==> src/rtl/pwm_pair_pkg.sv <==
package pwm_pair_pkg;
  // control word bit positions (shared by writer and decoder)
  localparam int unsigned B_FLAG   = 0;
  localparam int unsigned B_IE     = 1;
  localparam int unsigned B_SINGLE = 2;
  localparam int unsigned B_LINK   = 3;
  localparam int unsigned B_WRAP   = 4;
  localparam int unsigned B_FULL   = 5;
  localparam int unsigned B_POL    = 6;
  localparam int unsigned CTL_BITS = 7;

  typedef struct packed {
    logic act_high;
    logic force_full;
    logic wrap_set;
    logic link_en;
    logic single_en;
    logic irq_en;
  } ctl_t;

  function automatic ctl_t decode_ctl(input logic [CTL_BITS-1:0] w);
    ctl_t c;
    c.act_high   = w[B_POL];
    c.force_full = w[B_FULL];
    c.wrap_set   = w[B_WRAP];
    c.link_en    = w[B_LINK];
    c.single_en  = w[B_SINGLE];
    c.irq_en     = w[B_IE];
    return c;
  endfunction
endpackage

==> src/rtl/cmp_chan.sv <==
module cmp_chan
  import pwm_pair_pkg::*;
#(
  parameter int unsigned CW = 16
) (
  input  logic          clk,
  input  logic          rst_n,
  input  logic          wr_cmp,
  input  logic          wr_ctl,
  input  logic [CW-1:0] wr_data,
  input  logic          rd_ack,
  input  logic          hit_ev,
  output logic [CW-1:0] cmp_q,
  output ctl_t          ctl_q,
  output logic          flag_q,
  output logic          irq
);
  logic arm_q;
  logic clr_req;

  assign clr_req = wr_ctl && arm_q && !wr_data[B_FLAG];

  always_ff @(posedge clk or negedge rst_n) begin
    if (!rst_n) begin
      cmp_q <= '0;
      ctl_q <= '0;
    end else begin
      if (wr_cmp) cmp_q <= wr_data;
      if (wr_ctl) ctl_q <= decode_ctl(wr_data[CTL_BITS-1:0]);
    end
  end

  always_ff @(posedge clk or negedge rst_n) begin
    if (!rst_n) begin
      arm_q  <= 1'b0;
      flag_q <= 1'b0;
    end else begin
      if (wr_ctl)      arm_q <= 1'b0;
      else if (rd_ack) arm_q <= flag_q;
      if (hit_ev)       flag_q <= 1'b1;
      else if (clr_req) flag_q <= 1'b0;
    end
  end

  assign irq = flag_q & ctl_q.irq_en;


  flag_set_chk: assert property (@(posedge clk) disable iff (!rst_n)
    hit_ev |=> flag_q);

  flag_hold_chk: assert property (@(posedge clk) disable iff (!rst_n)
    (flag_q && !arm_q) |=> flag_q);
endmodule

==> src/rtl/pwm_edge.sv <==
module pwm_edge #(
  parameter int unsigned CW = 16
) (
  input  logic          clk,
  input  logic          rst_n,
  input  logic [CW-1:0] cnt_val,
  input  logic          cnt_ovf,
  input  logic [CW-1:0] cmp0,
  input  logic [CW-1:0] cmp1,
  input  logic          link,
  input  logic          single0,
  input  logic          single1,
  input  logic          wrap_set,
  input  logic          force_full,
  input  logic          act_high,
  output logic [1:0]    hit,
  output logic          pwm_out
);
  logic sel_q, act_q, out_q;
  logic drive, eff_sel, eq0, eq1, any_hit, act_d;

  assign drive   = link | single0;
  assign eff_sel = link & (sel_q ^ cnt_ovf);
  assign eq0     = (cnt_val == cmp0);
  assign eq1     = (cnt_val == cmp1);

  always_comb begin
    if (link) begin
      hit[0] = eq0 & ~eff_sel;
      hit[1] = eq1 &  eff_sel;
    end else begin
      hit[0] = eq0 & single0;
      hit[1] = eq1 & single1;
    end
  end

  assign any_hit = link ? (hit[0] | hit[1]) : hit[0];

  always_comb begin
    if (!drive)                      act_d = 1'b0;
    else if (force_full && wrap_set) act_d = 1'b1;
    else if (any_hit)                act_d = 1'b0;
    else if (cnt_ovf && wrap_set)    act_d = 1'b1;
    else                             act_d = act_q;
  end

  always_ff @(posedge clk or negedge rst_n) begin
    if (!rst_n) begin
      sel_q <= 1'b0;
      act_q <= 1'b0;
      out_q <= 1'b0;
    end else begin
      sel_q <= eff_sel;
      act_q <= act_d;
      out_q <= drive & (act_high ? act_d : ~act_d);
    end
  end

  assign pwm_out = out_q;


  sel_swap_chk: assert property (@(posedge clk) disable iff (!rst_n)
    (link && cnt_ovf) |=> (sel_q != $past(sel_q)));

  full_duty_chk: assert property (@(posedge clk) disable iff (!rst_n)
    (drive && force_full && wrap_set) |=> (pwm_out == $past(act_high)));

  zero_duty_chk: assert property (@(posedge clk) disable iff (!rst_n)
    (drive && !wrap_set && $stable(act_high) && (pwm_out != act_high))
      |=> (pwm_out == !$past(act_high)));

  one_hit_chk: assert property (@(posedge clk) disable iff (!rst_n)
    link |-> $onehot0(hit));
endmodule

==> src/rtl/pwm_pair.sv <==
module pwm_pair
  import pwm_pair_pkg::*;
#(
  parameter int unsigned CW = 16
) (
  input  logic          clk,
  input  logic          rst_n,
  input  logic [CW-1:0] cnt_val,
  input  logic          cnt_ovf,
  input  logic          wr_en,
  input  logic          wr_ch,
  input  logic          wr_ctl,
  input  logic [CW-1:0] wr_data,
  input  logic          rd_ack,
  input  logic          rd_ch,
  output logic          pwm_out,
  output logic [1:0]    chan_flag,
  output logic [1:0]    chan_irq
);
  localparam int unsigned NCH = 2;

  logic [CW-1:0] cmp_a [NCH];
  ctl_t          ctl_a [NCH];
  logic [NCH-1:0] hit;

  for (genvar i = 0; i < NCH; i++) begin : g_ch
    cmp_chan #(.CW(CW)) u_ch (
      .clk     (clk),
      .rst_n   (rst_n),
      .wr_cmp  (wr_en && !wr_ctl && (wr_ch == 1'(i))),
      .wr_ctl  (wr_en &&  wr_ctl && (wr_ch == 1'(i))),
      .wr_data (wr_data),
      .rd_ack  (rd_ack && (rd_ch == 1'(i))),
      .hit_ev  (hit[i]),
      .cmp_q   (cmp_a[i]),
      .ctl_q   (ctl_a[i]),
      .flag_q  (chan_flag[i]),
      .irq     (chan_irq[i])
    );
  end

  pwm_edge #(.CW(CW)) u_edge (
    .clk        (clk),
    .rst_n      (rst_n),
    .cnt_val    (cnt_val),
    .cnt_ovf    (cnt_ovf),
    .cmp0       (cmp_a[0]),
    .cmp1       (cmp_a[1]),
    .link       (ctl_a[0].link_en),
    .single0    (ctl_a[0].single_en),
    .single1    (ctl_a[1].single_en),
    .wrap_set   (ctl_a[0].wrap_set),
    .force_full (ctl_a[0].force_full),
    .act_high   (ctl_a[0].act_high),
    .hit        (hit),
    .pwm_out    (pwm_out)
  );


  rst_quiet_chk: assert property (@(posedge clk)
    !rst_n |=> (!pwm_out && chan_flag == 2'b00) || !rst_n);
endmodule

==> config.mk <==
export PLATFORM = sky130hd
export DESIGN_NAME = pwm_pair
export DESIGN_NICKNAME = d
export VERILOG_FILES = /design/src/rtl/pwm_pair_pkg.sv /design/src/rtl/cmp_chan.sv /design/src/rtl/pwm_edge.sv /design/src/rtl/pwm_pair.sv
export SDC_FILE = /design/constraint.sdc
export NUM_CORES = 1
export LEC_CHECK = 0
export BUFFER_PORTS_ARGS = -buffer_cell sky130_fd_sc_hd__buf_4
export CAP_MARGIN = 5
export CELL_PAD_IN_SITES_DETAIL_PLACEMENT = 0
export CELL_PAD_IN_SITES_GLOBAL_PLACEMENT = 2
export CORE_ASPECT_RATIO = 0.75
export CORE_UTILIZATION = 39
export CTS_BUF_LIST = sky130_fd_sc_hd__clkbuf_16
export DETAILED_ROUTE_END_ITERATION = 8
export PLACE_DENSITY_LB_ADDON = 0.2
export SLEW_MARGIN = 20
export SYNTH_ARGS = -nofsm -noshare
export SYNTH_HDL_FRONTEND = slang
export SYNTH_SLANG_ARGS = --single-unit
==> constraint.sdc <==
create_clock -name clk -period 3.35 [get_ports clk]
set_clock_uncertainty 0.2 [all_clocks]
set_input_delay 0.5025 -clock clk [delete_from_list [all_inputs] [get_ports clk]]
set_output_delay 0.5025 -clock clk [all_outputs]
set_load 0.02 [all_outputs]
* Word level (Yosys, flattened, before mapping)
Index checks and enable logic that the tools add are counted.
** Word-level totals
- Register bits after elaboration :: 47
- Bits of input ports :: 40
- Output and inout bits :: 5
- Logic and storage cells :: 69
** Cells by class
- Equality and inequality tests :: 2
- Multiplexer cells :: 15
- Bitwise gates (word level) :: 15
- Reductions and logical operators :: 20
** Operator list (count)
- $eq A16 B16 Y1 :: 2
- $logic_and A1 B1 Y1 :: 14
- $mux W1 :: 14
- $and A1 B1 Y1 :: 8
- $reduce_bool A2 Y1 :: 4
- $not A1 Y1 :: 4
- $logic_not A1 Y1 :: 2
- $mux W2 :: 1
- $or A1 B1 Y1 :: 2
- $xor A1 B1 Y1 :: 1

* Longest topological paths before layout
- Depth in word-level cells :: 13
- Gate-level depth with buffers :: 5

* By module
Synthesis repeated with hierarchy kept, for this count alone.
** Unflattened totals
- Cell total of the unflattened synthesis :: 179
- Area total of the unflattened synthesis :: 2499.9 µm²
** By module, submodules not included
- cmp_chan :: instances 2, cells each 55, area an instance 955.9 µm², sequential area each 600.6 µm²
- pwm_edge :: instances 1, cells each 63, area an instance 538.0 µm², sequential area each 75.1 µm²
- pwm_pair :: instances 1, cells each 6, area an instance 50.0 µm², sequential area each 0.0 µm²

* Worst setup path after synthesis
OpenSTA, ideal clock, no wires.
- Path kind :: input to register
- From :: input cnt_val[2]
- To :: register u_edge.out_q, in the netlist u_edge.pwm_out
- Library setup time :: 0.139 ns
- Arrival time :: 1.964 ns
- Required time :: 3.011 ns
- Setup slack :: 1.047 ns
- Stages on the path :: 5
- Buffers on the path :: 0
- Cell sequence :: nor2b_1 -> or4_4 -> nand4bb_4 -> o221a_1 -> or4_1
** Between the ends
- Word-level cells in the longest chain between the ends :: 11
- Elaborated cells on any way between the ends :: 15
- Classes of those cells :: eq/ne: 2; mux: 6; bitwise: 7
** Ends and longest elaborated chain
- start: declaration :: RTL line pwm_pair.sv:8 : input logic [CW-1:0] cnt_val,
- $eq A16 B16 Y1, on equally long branches :: RTL line pwm_edge.sv:24, pwm_edge.sv:25
- $and A1 B1 Y1, on equally long branches
- $mux W2 (*) :: RTL line pwm_edge.sv:28 : if (link) begin
- $or A1 B1 Y1 :: RTL line pwm_edge.sv:37 : assign any_hit = link ? (hit[0] | hit[1]) : hit[0];
- $mux W1 (*) :: RTL line pwm_edge.sv:37
- $mux W1 (*) :: RTL line pwm_edge.sv:42 : else if (any_hit) act_d = 1'b0;
- $mux W1 (*) :: RTL line pwm_edge.sv:41 : else if (force_full && wrap_set) act_d = 1'b1;
- $mux W1 (*) :: RTL line pwm_edge.sv:40 : if (!drive) act_d = 1'b0;
- $not A1 Y1 :: RTL line pwm_edge.sv:55 : out_q <= drive & (act_high ? act_d : ~act_d);
- $mux W1 (*) :: RTL line pwm_edge.sv:55
- $and A1 B1 Y1 (*) :: RTL line pwm_edge.sv:55
- end signal: assignment :: RTL line pwm_edge.sv:55
- end: declaration :: RTL line pwm_edge.sv:19 : logic sel_q, act_q, out_q;
Mark *: on every way between the ends. The rest lies on a longest branch, timed or not.
A chain may end at the register's enable or synchronous reset.

* Final worst setup path
- From :: register g_ch[1].u_ch.cmp_q[5]
- To :: register u_edge.out_q, in the netlist u_edge.pwm_out
** Between the ends
- Word-level cells in the longest chain between the ends :: 11
- Elaborated cells on any way between the ends :: 12
- Classes of those cells :: eq/ne: 1; mux: 6; bitwise: 5
** Ends and longest elaborated chain
- start: declaration :: RTL line cmp_chan.sv:13 : output logic [CW-1:0] cmp_q,
- start signal: assignment :: RTL line cmp_chan.sv:28 : if (wr_cmp) cmp_q <= wr_data;
- $eq A16 B16 Y1 (*) :: RTL line pwm_edge.sv:25 : assign eq1 = (cnt_val == cmp1);
- $and A1 B1 Y1, on equally long branches :: RTL line pwm_edge.sv:33, pwm_edge.sv:30
- $mux W2 (*) :: RTL line pwm_edge.sv:28
- $or A1 B1 Y1 (*) :: RTL line pwm_edge.sv:37
- $mux W1 (*) :: RTL line pwm_edge.sv:37
- $mux W1 (*) :: RTL line pwm_edge.sv:42
- $mux W1 (*) :: RTL line pwm_edge.sv:41
- $mux W1 (*) :: RTL line pwm_edge.sv:40
- $not A1 Y1 :: RTL line pwm_edge.sv:55
- $mux W1 (*) :: RTL line pwm_edge.sv:55
- $and A1 B1 Y1 (*) :: RTL line pwm_edge.sv:55
Marks and branches as above.

==> flow_summary.toml <==
[setup_path]
crit_path_max_fanout = 4
crit_type = "reg2reg"
r2r-start = "g_ch[1].u_ch.cmp_q[5]$_DFFE_PN0P_"
cp-start-kind = "flip-flop"
slowest_stage = "or4_1"
crit_chain = "xor2_1, nor4_1, nand4_1, o221a_1, or4_1"
cp.arrival_ps = 2370
r2r_cells = 5
r2r_setup_slack_ps = 930
cp-end-kind = "flip-flop"
critPathMaxStageDelay_ps = 500
reg2reg_to = "u_edge.pwm_out$_DFF_PN0_"
cp.required_ps = 3300

[floorplan]
die_w_um = 90.72
row_count = 23
dieArea_mm2 = 0.006218
die_h_um = 68.54
design.core.area_mm2 = 0.005525
start_util_pct = 41.67
io_pins = 45

[final_layout]
num_antenna_cells = 0
fillers = 527
final_cell_mix = "dfrtp_1 (47), buf_4 (45), mux2_2 (34)"
finalNetCount = 276
fin_area_mm2 = 0.002838
register_area_mm2 = 0.001176
final_common_cell = "dfrtp_1"
syn_to_final_growth_pct = 23.26
drive_gt1_share_pct = 38.40
multiInputGateArea_mm2 = 0.001075
postLayoutCoreUtil_pct = 51.36

[clock_network]
cts_resized = 0
clock_latency_ps = 280
ctsHoldBuffers = 0
clkSlewWorstSetupHoldPaths_ps = 60
cts_setup_buffers = 0
cts_buffers = 5
cts_buffer_depth = 2
cts_root_buffer = "clkbuf_16"
cts.sinks = 47
htree_levels = 2
cts_tree = "built"

[grt]
overflow = 0
grt_max_degree = 48
antenna_found_initial = 0
grt.total_usage_pct = 17.88
grt_first_pass_wirelength_um = 8314
grt_pass1_vias = 1613

[timing]
hold_violations = 0
worst_pin_slew_ps = 975.9
slew_viol_final = 0
fin_crit_sh_pct = 72.11
max_freq_ghz = 0.4140
fin_crit_ps = 2416
tns_ps = 0
setup_viol = 0
rsz0062_at_grt = "no"
max_slew_margin_pct = 34.74
setup_ws_ps = 934.4

[pwr]
clockPowerShare_pct = 30.2
p_int_mw = 1.109
p_seq_share_pct = 48.5
switching_share_pct = 26.65
p_leak_nw = 1.284
vdd_drop_max_mv = 0.2489
p_comb_share_pct = 21.3
p_per_area_mw_per_mm2 = 532.7
power_switching_mw = 0.4028

[drt]
vias = 1548
drtAntennaViolNets = 0
drt_iter0_markers = 56
wl_per_cell_um = 16.07
drc = 0
viasPerCell = 4.962
routed_wl_um = 5015
drtPass1Iterations = 4

[synth]
synth_seq_area_share_pct = 51.09
ys_seq_elements = 47
synth_area_mm2 = 0.002302
synth-warning-count = 0
syn_nets = 230
avgSynthCellArea_um2 = 12.12
synth_cells = 190
synth_cell_types = 35

[placed_design]
portBuffers = 44
place_ws_ps = 668.2
gp_congestion = 0.7388
dp_hpwl_um = 3802
place_area_mm2 = 0.002701

[run]
maxCapViolCount = 0

[status]
status = "complete, no violations"

[min_path]
worstHoldPathType = "in2async"
synthesized netlist by cell type (all sizes together):
library cell	number	area, µm²
dfrtp	47	1176
mux2	34	382.9
xor2	27	236.5
nand2	21	78.83
nor4	8	65.06
o21ai	5	25.02
buf	4	30.03
inv	4	15.01
nor2	4	20.02
nor2b	4	25.02
nor3	4	20.02
nand3b	3	22.52
xnor2	3	26.28
and2	2	12.51
clkbuf	2	7.510
nand3	2	10.01
or4	2	18.77
a21boi	1	7.510
a21oi	1	5.000
a222oi	1	10.01
a22o	1	8.760
and3b	1	8.760
clkinv	1	3.750
mux2i	1	10.01
nand2b	1	6.260
nand4	1	6.260
nand4b	1	8.760
nand4bb	1	27.53
nor3b	1	7.510
o221a	1	11.26
or2b	1	8.760
cell families (layout without fill, tap and decap cells):
family / Yosys count / after routing / share of synthesized area (%)
simple gates: 57 / 57 / 15.06
flops: 47 / 47 / 51.09
mux: 35 / 35 / 17.07
xor+xnor: 30 / 30 / 11.41
buf+inv: 11 / 58 / 2.445
compound gates: 10 / 10 / 2.935
power groups by stage:
stage          logic (mW)  registers (mW)  clock network (mW)
2_1_floorplan       0.205           0.730                   0
3_3_place_gp        0.313           0.737                   0
3_5_place_dp        0.324           0.743                   0
4_1_cts             0.326           0.734               0.472
5_1_grt             0.354           0.744               0.504
6_report            0.321           0.733               0.457
stage by stage:
stage                     power (mW)  hold WS [ps]  cells
after floorplan               0.9350         6.909    190
after global placement         1.050         252.2    304
after detailed placement       1.067         256.5    304
after CTS                      1.531         51.61    312
after global routing           1.602         79.12    312
final                          1.512         28.26    312
flip-flops by register name, summed over array words and instances, names as in the netlist:
register and flops:
g_ch.u_ch.cmp_q 32, g_ch.u_ch.ctl_q 8, g_ch.u_ch.arm_q 2, g_ch.u_ch.flag_q 2, u_edge.act_q 1, u_edge.pwm_out 1, u_edge.sel_q 1
per-layer routing:
layer,global-route usage [%],part of all wire (%),up-vias
li1,-,-,748
met1,24.53,47,764
met2,29.26,47,31
met3,4.057,5.1,5
met4,4.234,0.68,0
met5,0,0,-
how the worst max path moves through the flow:
stage	slack (ps)	cells past startpoint	end	from
5_1_grt	800	5	u_edge.pwm_out$_DFF_PN0_	g_ch[1].u_ch.cmp_q[5]$_DFFE_PN0P_
4_1_cts	920	5	u_edge.pwm_out$_DFF_PN0_	g_ch[1].u_ch.cmp_q[5]$_DFFE_PN0P_
3_5_place_dp	670	6	u_edge.pwm_out$_DFF_PN0_	cnt_val[5]
2_1_floorplan	1050	5	u_edge.pwm_out$_DFF_PN0_	cnt_val[2]
3_3_place_gp	730	6	u_edge.pwm_out$_DFF_PN0_	cnt_val[5]
6_report	930	5	u_edge.pwm_out$_DFF_PN0_	g_ch[1].u_ch.cmp_q[5]$_DFFE_PN0P_
layout make-up:
class,count,share of cell area [%]
Multi-Input combinational cell,132,37.87
Clock buffer,5,4.409
Clock inverter,3,0.3968
Timing Repair Buffer,45,11.90
Inverter,5,0.6614
Sequential cell,47,41.45
Tap cell,75,3.307
worst max-delay path, delay by kind of cell (launching register included):
kind | cells | cell delay [ps]
xor gates and xnor gates | 1 | 190
DFF | 1 | 390
AOI/OAI and AO/OA | 1 | 310
and+or+nand+nor | 3 | 1200
(Power assumes the default switching activity.)
